[src/rtl/irq_flag_pkg.sv]
`timescale 1ns/1ps
package irq_flag_pkg;
  localparam int FLG_W = 11;
  localparam int LVL_W = 3;
  localparam int B_C   = 0;
  localparam int B_D   = 1;
  localparam int B_Z   = 2;
  localparam int B_S   = 3;
  localparam int B_BNK = 4;
  localparam int B_O   = 5;
  localparam int B_IE  = 6;
  localparam int B_U   = 7;
  localparam int B_LVL = 8;

  typedef enum logic [1:0] {
    SRC_NONE = 2'd0,
    SRC_NMI  = 2'd1,
    SRC_MASK = 2'd2,
    SRC_SOFT = 2'd3
  } irq_src_e;
endpackage

[src/rtl/irq_pick.sv]
`timescale 1ns/1ps
module irq_pick
  import irq_flag_pkg::*;
#(
  parameter int VEC_W         = 6,
  parameter int NMI_VEC       = 1,
  parameter int SWI_STK_LIMIT = 32
) (
  input  logic             ie_i,
  input  logic [LVL_W-1:0] cur_lvl_i,
  input  logic             mreq_i,
  input  logic [LVL_W-1:0] mreq_lvl_i,
  input  logic [VEC_W-1:0] mreq_vec_i,
  input  logic             nmi_i,
  input  logic             swi_i,
  input  logic [VEC_W-1:0] swi_vec_i,
  output logic             take_o,
  output irq_src_e         src_o,
  output logic [VEC_W-1:0] vec_o,
  output logic             clr_stk_o
);
  localparam logic [VEC_W-1:0] NMI_V = VEC_W'(NMI_VEC);

  logic mask_ok;
  logic swi_low;

  always_comb begin
    mask_ok = mreq_i && ie_i && (mreq_lvl_i > cur_lvl_i);
    swi_low = int'(swi_vec_i) < SWI_STK_LIMIT;
    take_o    = 1'b0;
    src_o     = SRC_NONE;
    vec_o     = '0;
    clr_stk_o = 1'b0;
    if (nmi_i) begin
      take_o    = 1'b1;
      src_o     = SRC_NMI;
      vec_o     = NMI_V;
      clr_stk_o = 1'b1;
    end else if (mask_ok) begin
      take_o    = 1'b1;
      src_o     = SRC_MASK;
      vec_o     = mreq_vec_i;
      clr_stk_o = 1'b1;
    end else if (swi_i) begin
      take_o    = 1'b1;
      src_o     = SRC_SOFT;
      vec_o     = swi_vec_i;
      clr_stk_o = swi_low;
    end
  end
endmodule

[src/rtl/flag_next.sv]
`timescale 1ns/1ps
module flag_next
  import irq_flag_pkg::*;
#(
  parameter int DATA_W = 16
) (
  input  logic [FLG_W-1:0]  cur_i,
  input  logic              fw_en_i,
  input  logic [FLG_W-1:0]  fw_data_i,
  input  logic              alu_en_i,
  input  logic              alu_carry_i,
  input  logic [DATA_W-1:0] alu_res_i,
  input  logic              alu_ovf_i,
  input  logic              take_i,
  input  irq_src_e          src_i,
  input  logic              clr_stk_i,
  input  logic [LVL_W-1:0]  new_lvl_i,
  output logic [FLG_W-1:0]  nxt_o
);
  always_comb begin
    nxt_o = cur_i;
    if (fw_en_i) begin
      nxt_o = fw_data_i;
    end
    if (alu_en_i) begin
      nxt_o[B_C] = alu_carry_i;
      nxt_o[B_Z] = (alu_res_i == '0);
      nxt_o[B_S] = alu_res_i[DATA_W-1];
      nxt_o[B_O] = alu_ovf_i;
    end
    if (take_i) begin
      nxt_o[B_IE] = 1'b0;
      if (clr_stk_i) begin
        nxt_o[B_U] = 1'b0;
      end
      if (src_i == SRC_MASK) begin
        nxt_o[B_LVL +: LVL_W] = new_lvl_i;
      end
    end
    nxt_o[B_D] = 1'b0;
  end
endmodule

[src/rtl/irq_flag_ctrl.sv]
`timescale 1ns/1ps
module irq_flag_ctrl
  import irq_flag_pkg::*;
#(
  parameter int DATA_W        = 16,
  parameter int VEC_W         = 6,
  parameter int NMI_VEC       = 1,
  parameter int SWI_STK_LIMIT = 32
) (
  input  logic              clk,
  input  logic              rst_n,
  input  logic              mreq_i,
  input  logic [2:0]        mreq_lvl_i,
  input  logic [VEC_W-1:0]  mreq_vec_i,
  input  logic              nmi_i,
  input  logic              swi_i,
  input  logic [VEC_W-1:0]  swi_vec_i,
  input  logic              alu_en_i,
  input  logic              alu_carry_i,
  input  logic [DATA_W-1:0] alu_res_i,
  input  logic              alu_ovf_i,
  input  logic              fw_en_i,
  input  logic [10:0]       fw_data_i,
  output logic              ack_o,
  output logic [VEC_W-1:0]  ack_vec_o,
  output logic [10:0]       flags_o
);
  localparam logic [VEC_W-1:0] NMI_V = VEC_W'(NMI_VEC);

  logic [1:0]       rst_pipe;
  logic             rst_s_n;
  logic             live_q;
  logic [FLG_W-1:0] flag_q, flag_d;
  logic             ack_q, ack_d;
  logic [VEC_W-1:0] vec_q, vec_d;
  logic             take;
  irq_src_e         src;
  logic [VEC_W-1:0] pick_vec;
  logic             clr_stk;

  // reset asserts at once, releases on the clock
  always_ff @(posedge clk or negedge rst_n) begin
    if (!rst_n) rst_pipe <= 2'b00;
    else        rst_pipe <= {rst_pipe[0], 1'b1};
  end
  assign rst_s_n = rst_pipe[1];

  irq_pick #(
    .VEC_W(VEC_W), .NMI_VEC(NMI_VEC), .SWI_STK_LIMIT(SWI_STK_LIMIT)
  ) u_pick (
    .ie_i       (flag_q[B_IE]),
    .cur_lvl_i  (flag_q[B_LVL +: LVL_W]),
    .mreq_i     (mreq_i),
    .mreq_lvl_i (mreq_lvl_i),
    .mreq_vec_i (mreq_vec_i),
    .nmi_i      (nmi_i),
    .swi_i      (swi_i),
    .swi_vec_i  (swi_vec_i),
    .take_o     (take),
    .src_o      (src),
    .vec_o      (pick_vec),
    .clr_stk_o  (clr_stk)
  );

  flag_next #(.DATA_W(DATA_W)) u_next (
    .cur_i       (flag_q),
    .fw_en_i     (fw_en_i),
    .fw_data_i   (fw_data_i),
    .alu_en_i    (alu_en_i),
    .alu_carry_i (alu_carry_i),
    .alu_res_i   (alu_res_i),
    .alu_ovf_i   (alu_ovf_i),
    .take_i      (take),
    .src_i       (src),
    .clr_stk_i   (clr_stk),
    .new_lvl_i   (mreq_lvl_i),
    .nxt_o       (flag_d)
  );

  always_comb begin
    ack_d = take;
    vec_d = vec_q;
    if (take) vec_d = pick_vec;
  end

  always_ff @(posedge clk or negedge rst_s_n) begin
    if (!rst_s_n) begin
      flag_q <= '0;
      ack_q  <= 1'b0;
      vec_q  <= '0;
      live_q <= 1'b0;
    end else begin
      flag_q <= flag_d;
      ack_q  <= ack_d;
      vec_q  <= vec_d;
      live_q <= 1'b1;
    end
  end

  assign ack_o     = ack_q;
  assign ack_vec_o = vec_q;
  assign flags_o   = flag_q;

  p_ack_has_cause_r2: assert property (@(posedge clk) disable iff (!rst_s_n)
    (live_q && ack_q) |-> $past(nmi_i || swi_i ||
      (mreq_i && flag_q[B_IE] && (mreq_lvl_i > flag_q[B_LVL +: LVL_W]))));

  p_ack_clears_ie_r3: assert property (@(posedge clk) disable iff (!rst_s_n)
    ack_q |-> !flag_q[B_IE]);

  p_mask_level_r4: assert property (@(posedge clk) disable iff (!rst_s_n)
    (live_q && $past(mreq_i && !nmi_i && flag_q[B_IE] &&
      (mreq_lvl_i > flag_q[B_LVL +: LVL_W])))
    |-> (ack_q && flag_q[B_LVL +: LVL_W] == $past(mreq_lvl_i) && !flag_q[B_U]));

  p_nmi_first_r6: assert property (@(posedge clk) disable iff (!rst_s_n)
    (live_q && $past(nmi_i)) |-> (ack_q && ack_vec_o == NMI_V));

  p_high_swi_keeps_stack_r7: assert property (@(posedge clk) disable iff (!rst_s_n)
    (live_q && $past(swi_i && !nmi_i && !mreq_i && !fw_en_i &&
      (int'(swi_vec_i) >= SWI_STK_LIMIT)))
    |-> (flag_q[B_U] == $past(flag_q[B_U])));
endmodule

[config.mk]
export PLATFORM = sky130hd
export DESIGN_NAME = irq_flag_ctrl
export DESIGN_NICKNAME = d
export VERILOG_FILES = /design/src/rtl/irq_flag_pkg.sv /design/src/rtl/irq_pick.sv /design/src/rtl/flag_next.sv /design/src/rtl/irq_flag_ctrl.sv
export SDC_FILE = /design/constraint.sdc
export NUM_CORES = 1
export LEC_CHECK = 0
export ABC_AREA = 1
export CORE_ASPECT_RATIO = 0.7
export CORE_UTILIZATION = 40
export DETAILED_ROUTE_END_ITERATION = 16
export GPL_ROUTABILITY_DRIVEN = 1
export PLACE_DENSITY = 0.86
export SYNTH_ARGS = -nofsm -noshare
export SYNTH_HDL_FRONTEND = slang
export SYNTH_HIERARCHICAL = 1
export SYNTH_SLANG_ARGS = --single-unit
[constraint.sdc]
create_clock -name clk -period 1.95 [get_ports clk]
set_clock_uncertainty 0.15 [all_clocks]
set_input_delay 0.39 -clock clk [delete_from_list [all_inputs] [get_ports clk]]
set_output_delay 0.39 -clock clk [all_outputs]
set_load 0.02 [all_outputs]
## Word-level counts from Yosys, hierarchy flattened

Cells that the tools add are included.

| operators by class | value |
|---|---|
| div/mod/pow operators | 0 |
| equality and inequality tests | 1 |
| reduce and logical (&&, ||, !) cells | 5 |
| bitwise gates (word level) | 0 |
| muxes and demuxes | 19 |
| multipliers | 0 |
| add/subtract/negate cells | 0 |
| shift operators | 0 |
| order comparisons | 2 |

Operators by type and width:

| kind | number |
|---|---|
| $mux 6 | 3 |
| $logic_not 16->1 | 1 |
| $mux 11 | 1 |
| $mux 1 | 9 |
| $mux 2 | 4 |
| $lt 6x6->1 const B | 1 |
| $mux 5 | 1 |
| $reduce_bool 2->1 | 2 |
| $gt 3x3->1 | 1 |
| $mux 3 | 1 |
| $eq 2x2->1 const B | 1 |
| $logic_and 1x1->1 | 2 |

| storage, ports and cells | value |
|---|---|
| logic and storage cells | 34 |
| memories | 0 |
| RAM bits | 0 |
| output and inout port bits | 18 |
| bits in latches | 0 |
| register bits | 19 |
| input bits | 51 |
| memory bits (read-only) | 0 |

## Logic depth before layout (Yosys ltp)

Gate-level depths: netlist of the first run.

| depth | value |
|---|---|
| depth in word-level cells | 7 |
| mapped depth | 12 |
| depth with buffers taken out | 11 |

## Hierarchy

The synthesis of the first run kept the hierarchy.

By module, submodules not included:

| module | times used | sequential area each (µm²) | area an instance (µm²) | cells each |
|---|---|---|---|---|
| irq_flag_ctrl | 1 | 500.5 | 575.6 | 40 |
| irq_pick | 1 | 0.0 | 284.0 | 55 |
| flag_next | 1 | 0.0 | 269.0 | 58 |

## Worst setup path after synthesis of the first run

No wires, ideal clock.

| timing path | value |
|---|---|
| path type | reg-to-reg |
| start | reg flag_q[10], in the netlist flags_o[10] |
| end | reg flag_q[9], in the netlist flags_o[9] |
| path slack | -0.160 ns |
| clock period less this slack | 2.110 ns |
| data required time | 1.718 ns |
| data arrival time | 1.878 ns |
| path buffers | 1 |
| stages on the path, launching flop included | 11 |
| setup time | 0.082 ns |
| cell sequence | dfrtp_1 inv_1 ha_1 a21oi_2 nand2_2 nand2_4 buf_6 nand3_1 nand3_2 nor2_1 a31oi_1 |

| on the way | value |
|---|---|
| elaborated cells between the ends (all ways) | 9 |
| those cells by class | 1 x order compare; 1 x eq/ne; 6 x mux; 1 x reduce/logical |

RTL lines:

| item | line | RTL |
|---|---|---|
| from (decl) | irq_flag_ctrl.sv:33 | `logic [FLG_W-1:0] flag_q, flag_d;` |
| from (signal assigned) | irq_flag_ctrl.sv:93 | `flag_q <= flag_d;` |
| $gt 3x3->1 | irq_pick.sv:28 | `mask_ok = mreq_i && ie_i && (mreq_lvl_i > cur_lvl_i);` |
| $logic_and 1x1->1 | irq_pick.sv:28 |  |
| $mux 1 | irq_pick.sv:39 | `end else if (mask_ok) begin` |
| $mux 1 | irq_pick.sv:34 | `if (nmi_i) begin` |
| named net ack_d | irq_flag_ctrl.sv:34 | `logic ack_q, ack_d;` |
| $mux 5 | flag_next.sv:31 | `if (take_i) begin` |
| named net flag_d[9] | irq_flag_ctrl.sv:33 |  |

The timed path passes the listed nets, and every way through them passes these cells.
A chain may end at the register's enable or synchronous reset.

## Worst setup path after layout of the first run

| timing path | value |
|---|---|
| start | in mreq_lvl_i[0] |
| end | reg flag_q[8], in the netlist flags_o[8] |

| on the way | value |
|---|---|
| longest elaborated chain between the ends | 7 |
| elaborated cells between the ends (all ways) | 9 |
| those cells by class | 1 x order compare; 1 x eq/ne; 6 x mux; 1 x reduce/logical |

Ends and longest elaborated chain:

| item | line | RTL |
|---|---|---|
| from (decl) | irq_flag_ctrl.sv:13 | `input logic [2:0] mreq_lvl_i,` |
| $gt 3x3->1 | irq_pick.sv:28 |  |
| $logic_and 1x1->1 | irq_pick.sv:28 |  |
| $mux 2 | irq_pick.sv:39 |  |
| $mux 2 | irq_pick.sv:34 |  |
| named net src[0] | irq_flag_ctrl.sv:37 | `irq_src_e src;` |
| $eq 2x2->1 | flag_next.sv:36 | `if (src_i == SRC_MASK) begin` |
| $mux 3 | flag_next.sv:36 |  |
| $mux 5 | flag_next.sv:31 |  |
| named net flag_d[8] | irq_flag_ctrl.sv:33 |  |

The timed path passes the listed nets, and every way through them passes these cells.

==> impl_metrics.csv, run 1 <==
group,metric,value,unit
die,start_util,0.439,
die,io_pins,69,
final_layout,num_antenna_cells,0,
setup_path,slowest_stage,"ha_1",
die,rows,15,
timing,fmaxAchievable,555,MHz
die,fp.coreArea,0.00257,sq mm
job,cap_violations,0,
logic_synthesis,synth_top_family_by_area,"simple AND/OR/NAND/NOR gates",
setup_path,critPathRequiredTime,1.94,ns
logic_synthesis,synth-compound-area-share,0.0865,
worst_hold_path,hold_class,"reg2async",
pwr,power.density,606,mW/mm^2
logic_synthesis,ys.warnings.count,6,
clock_tree,clock_latency,0.25,ns
setup_path,end_kind,"flip-flop",
clock_tree,cts_sinks,20,
drt,antenna_left,0,
final_layout,drive_gt1_frac,0.145,
timing,post-route-period-util,0.925,
logic_synthesis,seq_area_frac_synth,0.443,
setup_path,critPathTopFamily,"buffers and inverters",
pwr,vdd_drop_max,0.733,mV
setup_path,cp_max_fo,6,
final_layout,area_delta_synth_final,77.7,%
die,dieArea,0.00304,sq mm
setup_path,cp_cell_sequence,"dlygate4sd2_1, inv_1, ha_1, nand3_1, nand2_2, a21oi_2, o21ai_1, inv_1, nand3_4, nor2_2, a31oi_1",
timing,finalHoldViolations,0,
clock_tree,cts_setup_buffers,0,
timing,tightest_slew,0.716,ns
final_layout,fill_cells,172,
setup_path,crit_path_frequent_cell,"inv_1",
die,die_x,65.5,um
clock_tree,cts_inserted_buffers,3,
drt,vias,1242,
clock_tree,htree_levels,1,
global_route,antenna_found_initial,0,
final_layout,layout_common_cells,"clkdlybuf4s50_1, nand2_1, nor2_1",
outcome,status,"complete, no violations",
timing,finalHoldWorstSlack,0.141,ns
drt,vias_per_cell,4.76,
timing,slew_viol_final,0,
logic_synthesis,synth_area,0.00113,sq mm
drt,finalWirelength,3.38,mm
final_layout,fin_nets,282,
drt,routedWlPerCell,13.0,um
final_layout,final_common_cell,"clkdlybuf4s50_1",
logic_synthesis,syn_inst,153,
drt,drc_errors,0,
final_layout,final_util,0.780,
global_route,gr-total-overflow,0,
global_route,first_global_vias,1194,
die,die_y,46.4,um
placement,hpwl,2.58,mm
placement,gp_congestion,0.789,
global_route,grt_pass1_wl,5.19,mm
drt,drtIter0Drc,42,
logic_synthesis,yosysUniqueCellTypes,25,
timing,setup_viol,0,
setup_path,timing.critical_path.buf_inv,3,
setup_path,crit_arrival,1.79,ns
logic_synthesis,synth.mux.area_fraction,0,
setup_path,path_class,"in2reg",
setup_path,startpoint_type,"input pin",
placement,io_buffers,67,
logic_synthesis,synthAdderAreaFrac,0.0333,
pwr,p_leak,0.952,nW
logic_synthesis,synth-simple-area-share,0.357,
global_route,grt_max_degree,19,
logic_synthesis,synth-seq-cells,20,
global_route,grt_usage,0.233,
clock_tree,clk_pin_slew,0.07,ns
clock_tree,clock-root-buffer,"clkbuf_8",
setup_path,crit_path_max_incr_delay,0.28,ns
clock_tree,cts_buffer_depth,2,
timing,rsz0062_at_grt,"false",
timing,layout_min_cycle_time,1.80,ns
logic_synthesis,synth_xor_area_frac,0,
clock_tree,cts_tree,"done",
timing,max_slew_margin,0.522,
logic_synthesis,syn_nets,207,
drt,drt_pre_antenna_iters,4,
logic_synthesis,syn_area_per_cell,7.38,sq um
kinds of logic (layout without fill, tap and decap cells):
group,Yosys count,after routing
fa+ha+maj,3,3
simple gates,94,94
flops,20,20
buf+inv,17,91
other cells,2,2
compound gates,17,17
through the flow:
step           power (mW)  setup slack, ns  instances  area (sq um)  setup TNS (ns)
4_1_cts              1.22          0.00467        261          1990               0
3_3_place_gp        0.788           -0.297        257          1860           -2.88
2_1_floorplan       0.610           0.0182        153          1130               0
3_5_place_dp        0.799           -0.408        257          1860           -3.56
5_1_grt              1.27           0.0483        261          2010               0
6_report             1.21            0.147        261          2010               0
routing by layer:
layer | vias to the layer above | routed length, um | GRT usage
met5 | - | 0 | 0
met3 | 8 | 220 | 0.0545
li1 | 627 | - | -
met2 | 49 | 1670 | 0.425
met4 | 0 | 100 | 0.0870
met1 | 558 | 1390 | 0.273
report_power, final:
group / total, mW / switching, mW / internal, mW
Combinational: 0.345 / 0.153 / 0.192
Clock: 0.398 / 0.125 / 0.274
Sequential: 0.471 / 0.0257 / 0.445
Total: 1.21 / 0.304 / 0.911
state kept, by name (all words and copies together), names as in the netlist:
name       count
ack_o          1
flags_o       11
rst_pipe       2
ack_vec_o      6
final timing paths:
kind                       depth (start not counted)  slack, ns            to     startpoint
max                                               11       0.15    flags_o[8]  mreq_lvl_i[0]
min                                                0       0.14  ack_vec_o[4]    rst_pipe[1]
max reg2reg                                       10       0.17    flags_o[8]    flags_o[10]
min reg2reg                                        0       0.14  ack_vec_o[4]    rst_pipe[1]
max in group asynchronous                          0       1.01   flags_o[10]    rst_pipe[1]
min in group clk                                   0       0.21   rst_pipe[1]    rst_pipe[0]
cell type report:
cell class	instances	area, sq um	area share
clock buffer	3	41.3	0.0206
clock inverter	1	30.0	0.0150
inverter	14	52.6	0.0262
multi-input combinational	116	618	0.308
sequential	20	502	0.250
tap	34	42.5	0.0212
timing repair buffer	73	719	0.359
cell usage after synthesis, drive strengths merged:
| cell type | instances | area, sq um |
|---|---|---|
| dfrtp | 20 | 500 |
| o211ai | 1 | 7.51 |
| nand3b | 1 | 7.51 |
| conb | 2 | 7.51 |
| inv | 13 | 48.8 |
| nor2 | 26 | 105 |
| buf | 3 | 30.0 |
| clkinv | 1 | 3.75 |
| a21oi | 10 | 53.8 |
| a22oi | 1 | 7.51 |
| nand3 | 6 | 40.0 |
| ha | 3 | 37.5 |
| o21ai | 2 | 10.0 |
| or2 | 1 | 6.26 |
| nand2 | 59 | 234 |
| nor3 | 1 | 10.0 |
| a31oi | 3 | 18.8 |
what timing repair did:
item,4_1_cts,5_1_grt
resized for setup,9,5
cloned,0,0
hold buffers,0,0
pin swaps,1,1
endpoints found under the setup margin,10,10
(Power assumes the default switching activity.)
==> inputs of run 2 (changes only) <==
CORE_UTILIZATION = 38   (was 40)
PLACE_DENSITY = 0.84   (was 0.86)
SLEW_MARGIN = 20   (was not set)
SYNTH_HIERARCHICAL = not set   (was 1)
==> run 2 against run 1 <==
Against the previous run: combinational power decreased by 12%; global-route usage increased by 0.24 points; clock power decreased by 30%; via count decreased by 6.0%; flip-flop and latch count decreased by 1; largest cell class unchanged; largest power group unchanged.
==> impl_metrics.csv, run 2 <==
group,metric,value,unit
clock_tree,cts_sinks,19,
logic_synthesis,synth_top_family_by_area,"simple AND/OR/NAND/NOR gates",
die,die_y,46.1,um
drt,antenna_left,0,
global_route,antenna_found_initial,0,
clock_tree,htree_levels,1,
setup_path,critPathRequiredTime,1.97,ns
logic_synthesis,synth-simple-area-share,0.338,
timing,tightest_slew,0.669,ns
logic_synthesis,yosysUniqueCellTypes,23,
clock_tree,cts_setup_buffers,0,
die,dieArea,0.00300,sq mm
logic_synthesis,syn_nets,185,
setup_path,r2r-start,"flags_o[10]",
logic_synthesis,synth_top_area_cell,"dfrtp_1",
logic_synthesis,synth_enable_flop_cells,0,
die,start_util,0.414,
global_route,grt_max_degree,18,
pwr,power.density,575,mW/mm^2
placement,io_buffers,66,
timing,post-route-period-util,0.947,
final_layout,drive_gt1_frac,0.0553,
logic_synthesis,synth_top_area_frac,0.450,
timing,setup_viol,0,
die,fp.coreArea,0.00255,sq mm
setup_path,rrSetupSlack,0.30,ns
drt,drtIter0Drc,51,
logic_synthesis,synth-seq-cells,19,
setup_path,r2r_end,"ack_vec_o[3]",
final_layout,largest_reg_flops,10,
drt,drc_errors,0,
placement,postPlaceCellArea,0.00174,sq mm
global_route,first_global_vias,1163,
setup_path,crit_arrival,1.87,ns
drt,finalWirelength,3.18,mm
logic_synthesis,synthTopCellsByCount,"nand2_1, dfrtp_1, nor2_1, inv_1, nand3_1",
timing,rsz0062_at_grt,"false",
logic_synthesis,ys.warnings.count,0,
timing,slew_viol_final,0,
timing,fmaxAchievable,542,MHz
final_layout,area_delta_synth_final,69.3,%
die,rows,15,
pwr,p_leak,0.804,nW
drt,drt_pre_antenna_iters,4,
clock_tree,cts_buffer_depth,2,
final_layout,num_antenna_cells,0,
clock_tree,cts_resized,0,
final_layout,fin_cells,233,
die,die_x,65.0,um
pwr,vdd_drop_max,0.532,mV
logic_synthesis,synthAdderAreaFrac,0.0355,
clock_tree,clock-root-buffer,"clkbuf_8",
logic_synthesis,seq_area_frac_synth,0.450,
logic_synthesis,ys.flop_type,"dfrtp_1",
timing,finalHoldViolations,0,
setup_path,end_kind,"flip-flop",
final_layout,layout_common_cells,"clkdlybuf4s50_1, nand2_1, dfrtp_1",
global_route,gr-total-overflow,0,
logic_synthesis,synth-compound-area-share,0.0675,
logic_synthesis,synth.area.top_cells,"dfrtp_1, nand2_1, nand3_1",
setup_path,startpoint_type,"input pin",
setup_path,cp_max_fo,15,
global_route,grt_pass1_wl,5.16,mm
clock_tree,postCtsHoldBufs,0,
worst_hold_path,hold_class,"reg2async",
clock_tree,clk_pin_slew,0.07,ns
setup_path,reg2reg_depth,8,
logic_synthesis,synth_most_common_cell,"nand2_1",
die,io_pins,69,
timing,max_slew_margin,0.554,
setup_path,path_class,"in2reg",
logic_synthesis,synth_xor_area_frac,0,
final_layout,fin_nets,254,
drt,routedWlPerCell,13.6,um
clock_tree,cts_tree,"done",
final_layout,final_common_cell,"clkdlybuf4s50_1",
timing,layout_min_cycle_time,1.85,ns
drt,vias_per_cell,5.01,
drt,vias,1167,
logic_synthesis,syn_area_per_cell,8.06,sq um
outcome,status,"complete, no violations",
placement,hpwl,2.61,mm
logic_synthesis,postSynth.asyncResetShare,1.00,
job,cap_violations,0,
clock_tree,cts_inserted_buffers,3,
logic_synthesis,synth.mux.area_fraction,0.0190,
logic_synthesis,syn_inst,131,
logic_synthesis,synth_area,0.00106,sq mm
clock_tree,clock_latency,0.26,ns
placement,gp_congestion,0.790,
final_layout,design_area,0.00179,sq mm
global_route,grt_usage,0.235,
placement,placed_cells,229,
run 2: changes by cell type in the layout (fill, tap and decap cells not counted), moves of 7 or more:
cell and change:
nand3_1 +7, nand2_1 -24, nand4_1 +7, nor2_1 -8
run 2: metrics by stage:
step | hold WS, ns | power [mW] | setup slack (ns) | utilization | TNS [ns]
after global placement | 0.140 | 0.745 | -0.107 | 0.681 | -1.08
final | 0.128 | 1.03 | 0.103 | 0.700 | 0
after detailed placement | 0.154 | 0.756 | -0.163 | 0.681 | -1.57
after global routing | 0.134 | 1.08 | 0.00182 | 0.700 | 0
after floorplan | -0.0556 | 0.570 | 0.235 | - | 0
after CTS | 0.130 | 1.04 | 0.108 | 0.700 | 0
run 2: cell type report:
cell class	instances	area (sq um)
Tap cell	34	42.5
Inverter	12	45.0
Timing Repair Buffer	69	683
Sequential cell	19	475
Clock buffer	3	41.3
Fill cell	215	764
Clock inverter	1	7.51
Multi-Input combinational cell	95	493
run 2: where the power goes:
part | leakage (nW) | internal [mW] | switching [mW]
Clock | 0.0217 | 0.144 | 0.135
Combinational | 0.549 | 0.172 | 0.132
Sequential | 0.233 | 0.422 | 0.0223
Total | 0.804 | 0.739 | 0.289
run 2: logic make-up (layout without fill, tap and decap cells):
logic type / after synthesis / count (layout)
buffers and inverters: 17 / 85
adders and majority gates: 3 / 3
other: 2 / 2
DFF: 19 / 19
muxes: 2 / 2
AOI/OAI and AO/OA: 13 / 13
and+or+nand+nor: 75 / 75
run 2: worst max-delay path: stages:
cell	delay, ns
clkdlybuf4s50_1	0.50
inv_1	0.05
ha_1	0.28
nand3_1	0.09
nand2_1	0.06
inv_2	0.07
nand2_4	0.12
nor2_4	0.16
nand2_1	0.07
o21ai_0	0.08
run 2: worst max path at each step:
stage	from	endpoint	depth (start not counted)
2_1_floorplan	flags_o[10]	ack_vec_o[1]	9
3_3_place_gp	mreq_lvl_i[0]	ack_vec_o[2]	10
3_5_place_dp	mreq_lvl_i[0]	flags_o[8]	10
4_1_cts	mreq_lvl_i[0]	flags_o[8]	10
5_1_grt	mreq_lvl_i[0]	flags_o[10]	10
6_report	mreq_lvl_i[0]	flags_o[8]	10
run 2: per-layer routing:
layer	global-route usage	vias up	part of all wire
met5	0	-	0
met3	0.0594	5	0.066
li1	-	572	-
met1	0.267	548	0.41
met4	0.0533	0	0.0072
met2	0.454	42	0.51
==> inputs of run 3 (changes only) <==
CORE_UTILIZATION = 40   (was 38)
PLACE_DENSITY = 0.86   (was 0.84)
SYNTH_HIERARCHICAL = 1   (was not set)
==> results of run 3 <==
Final layout, timing and power as in run 1 (identical DEF).
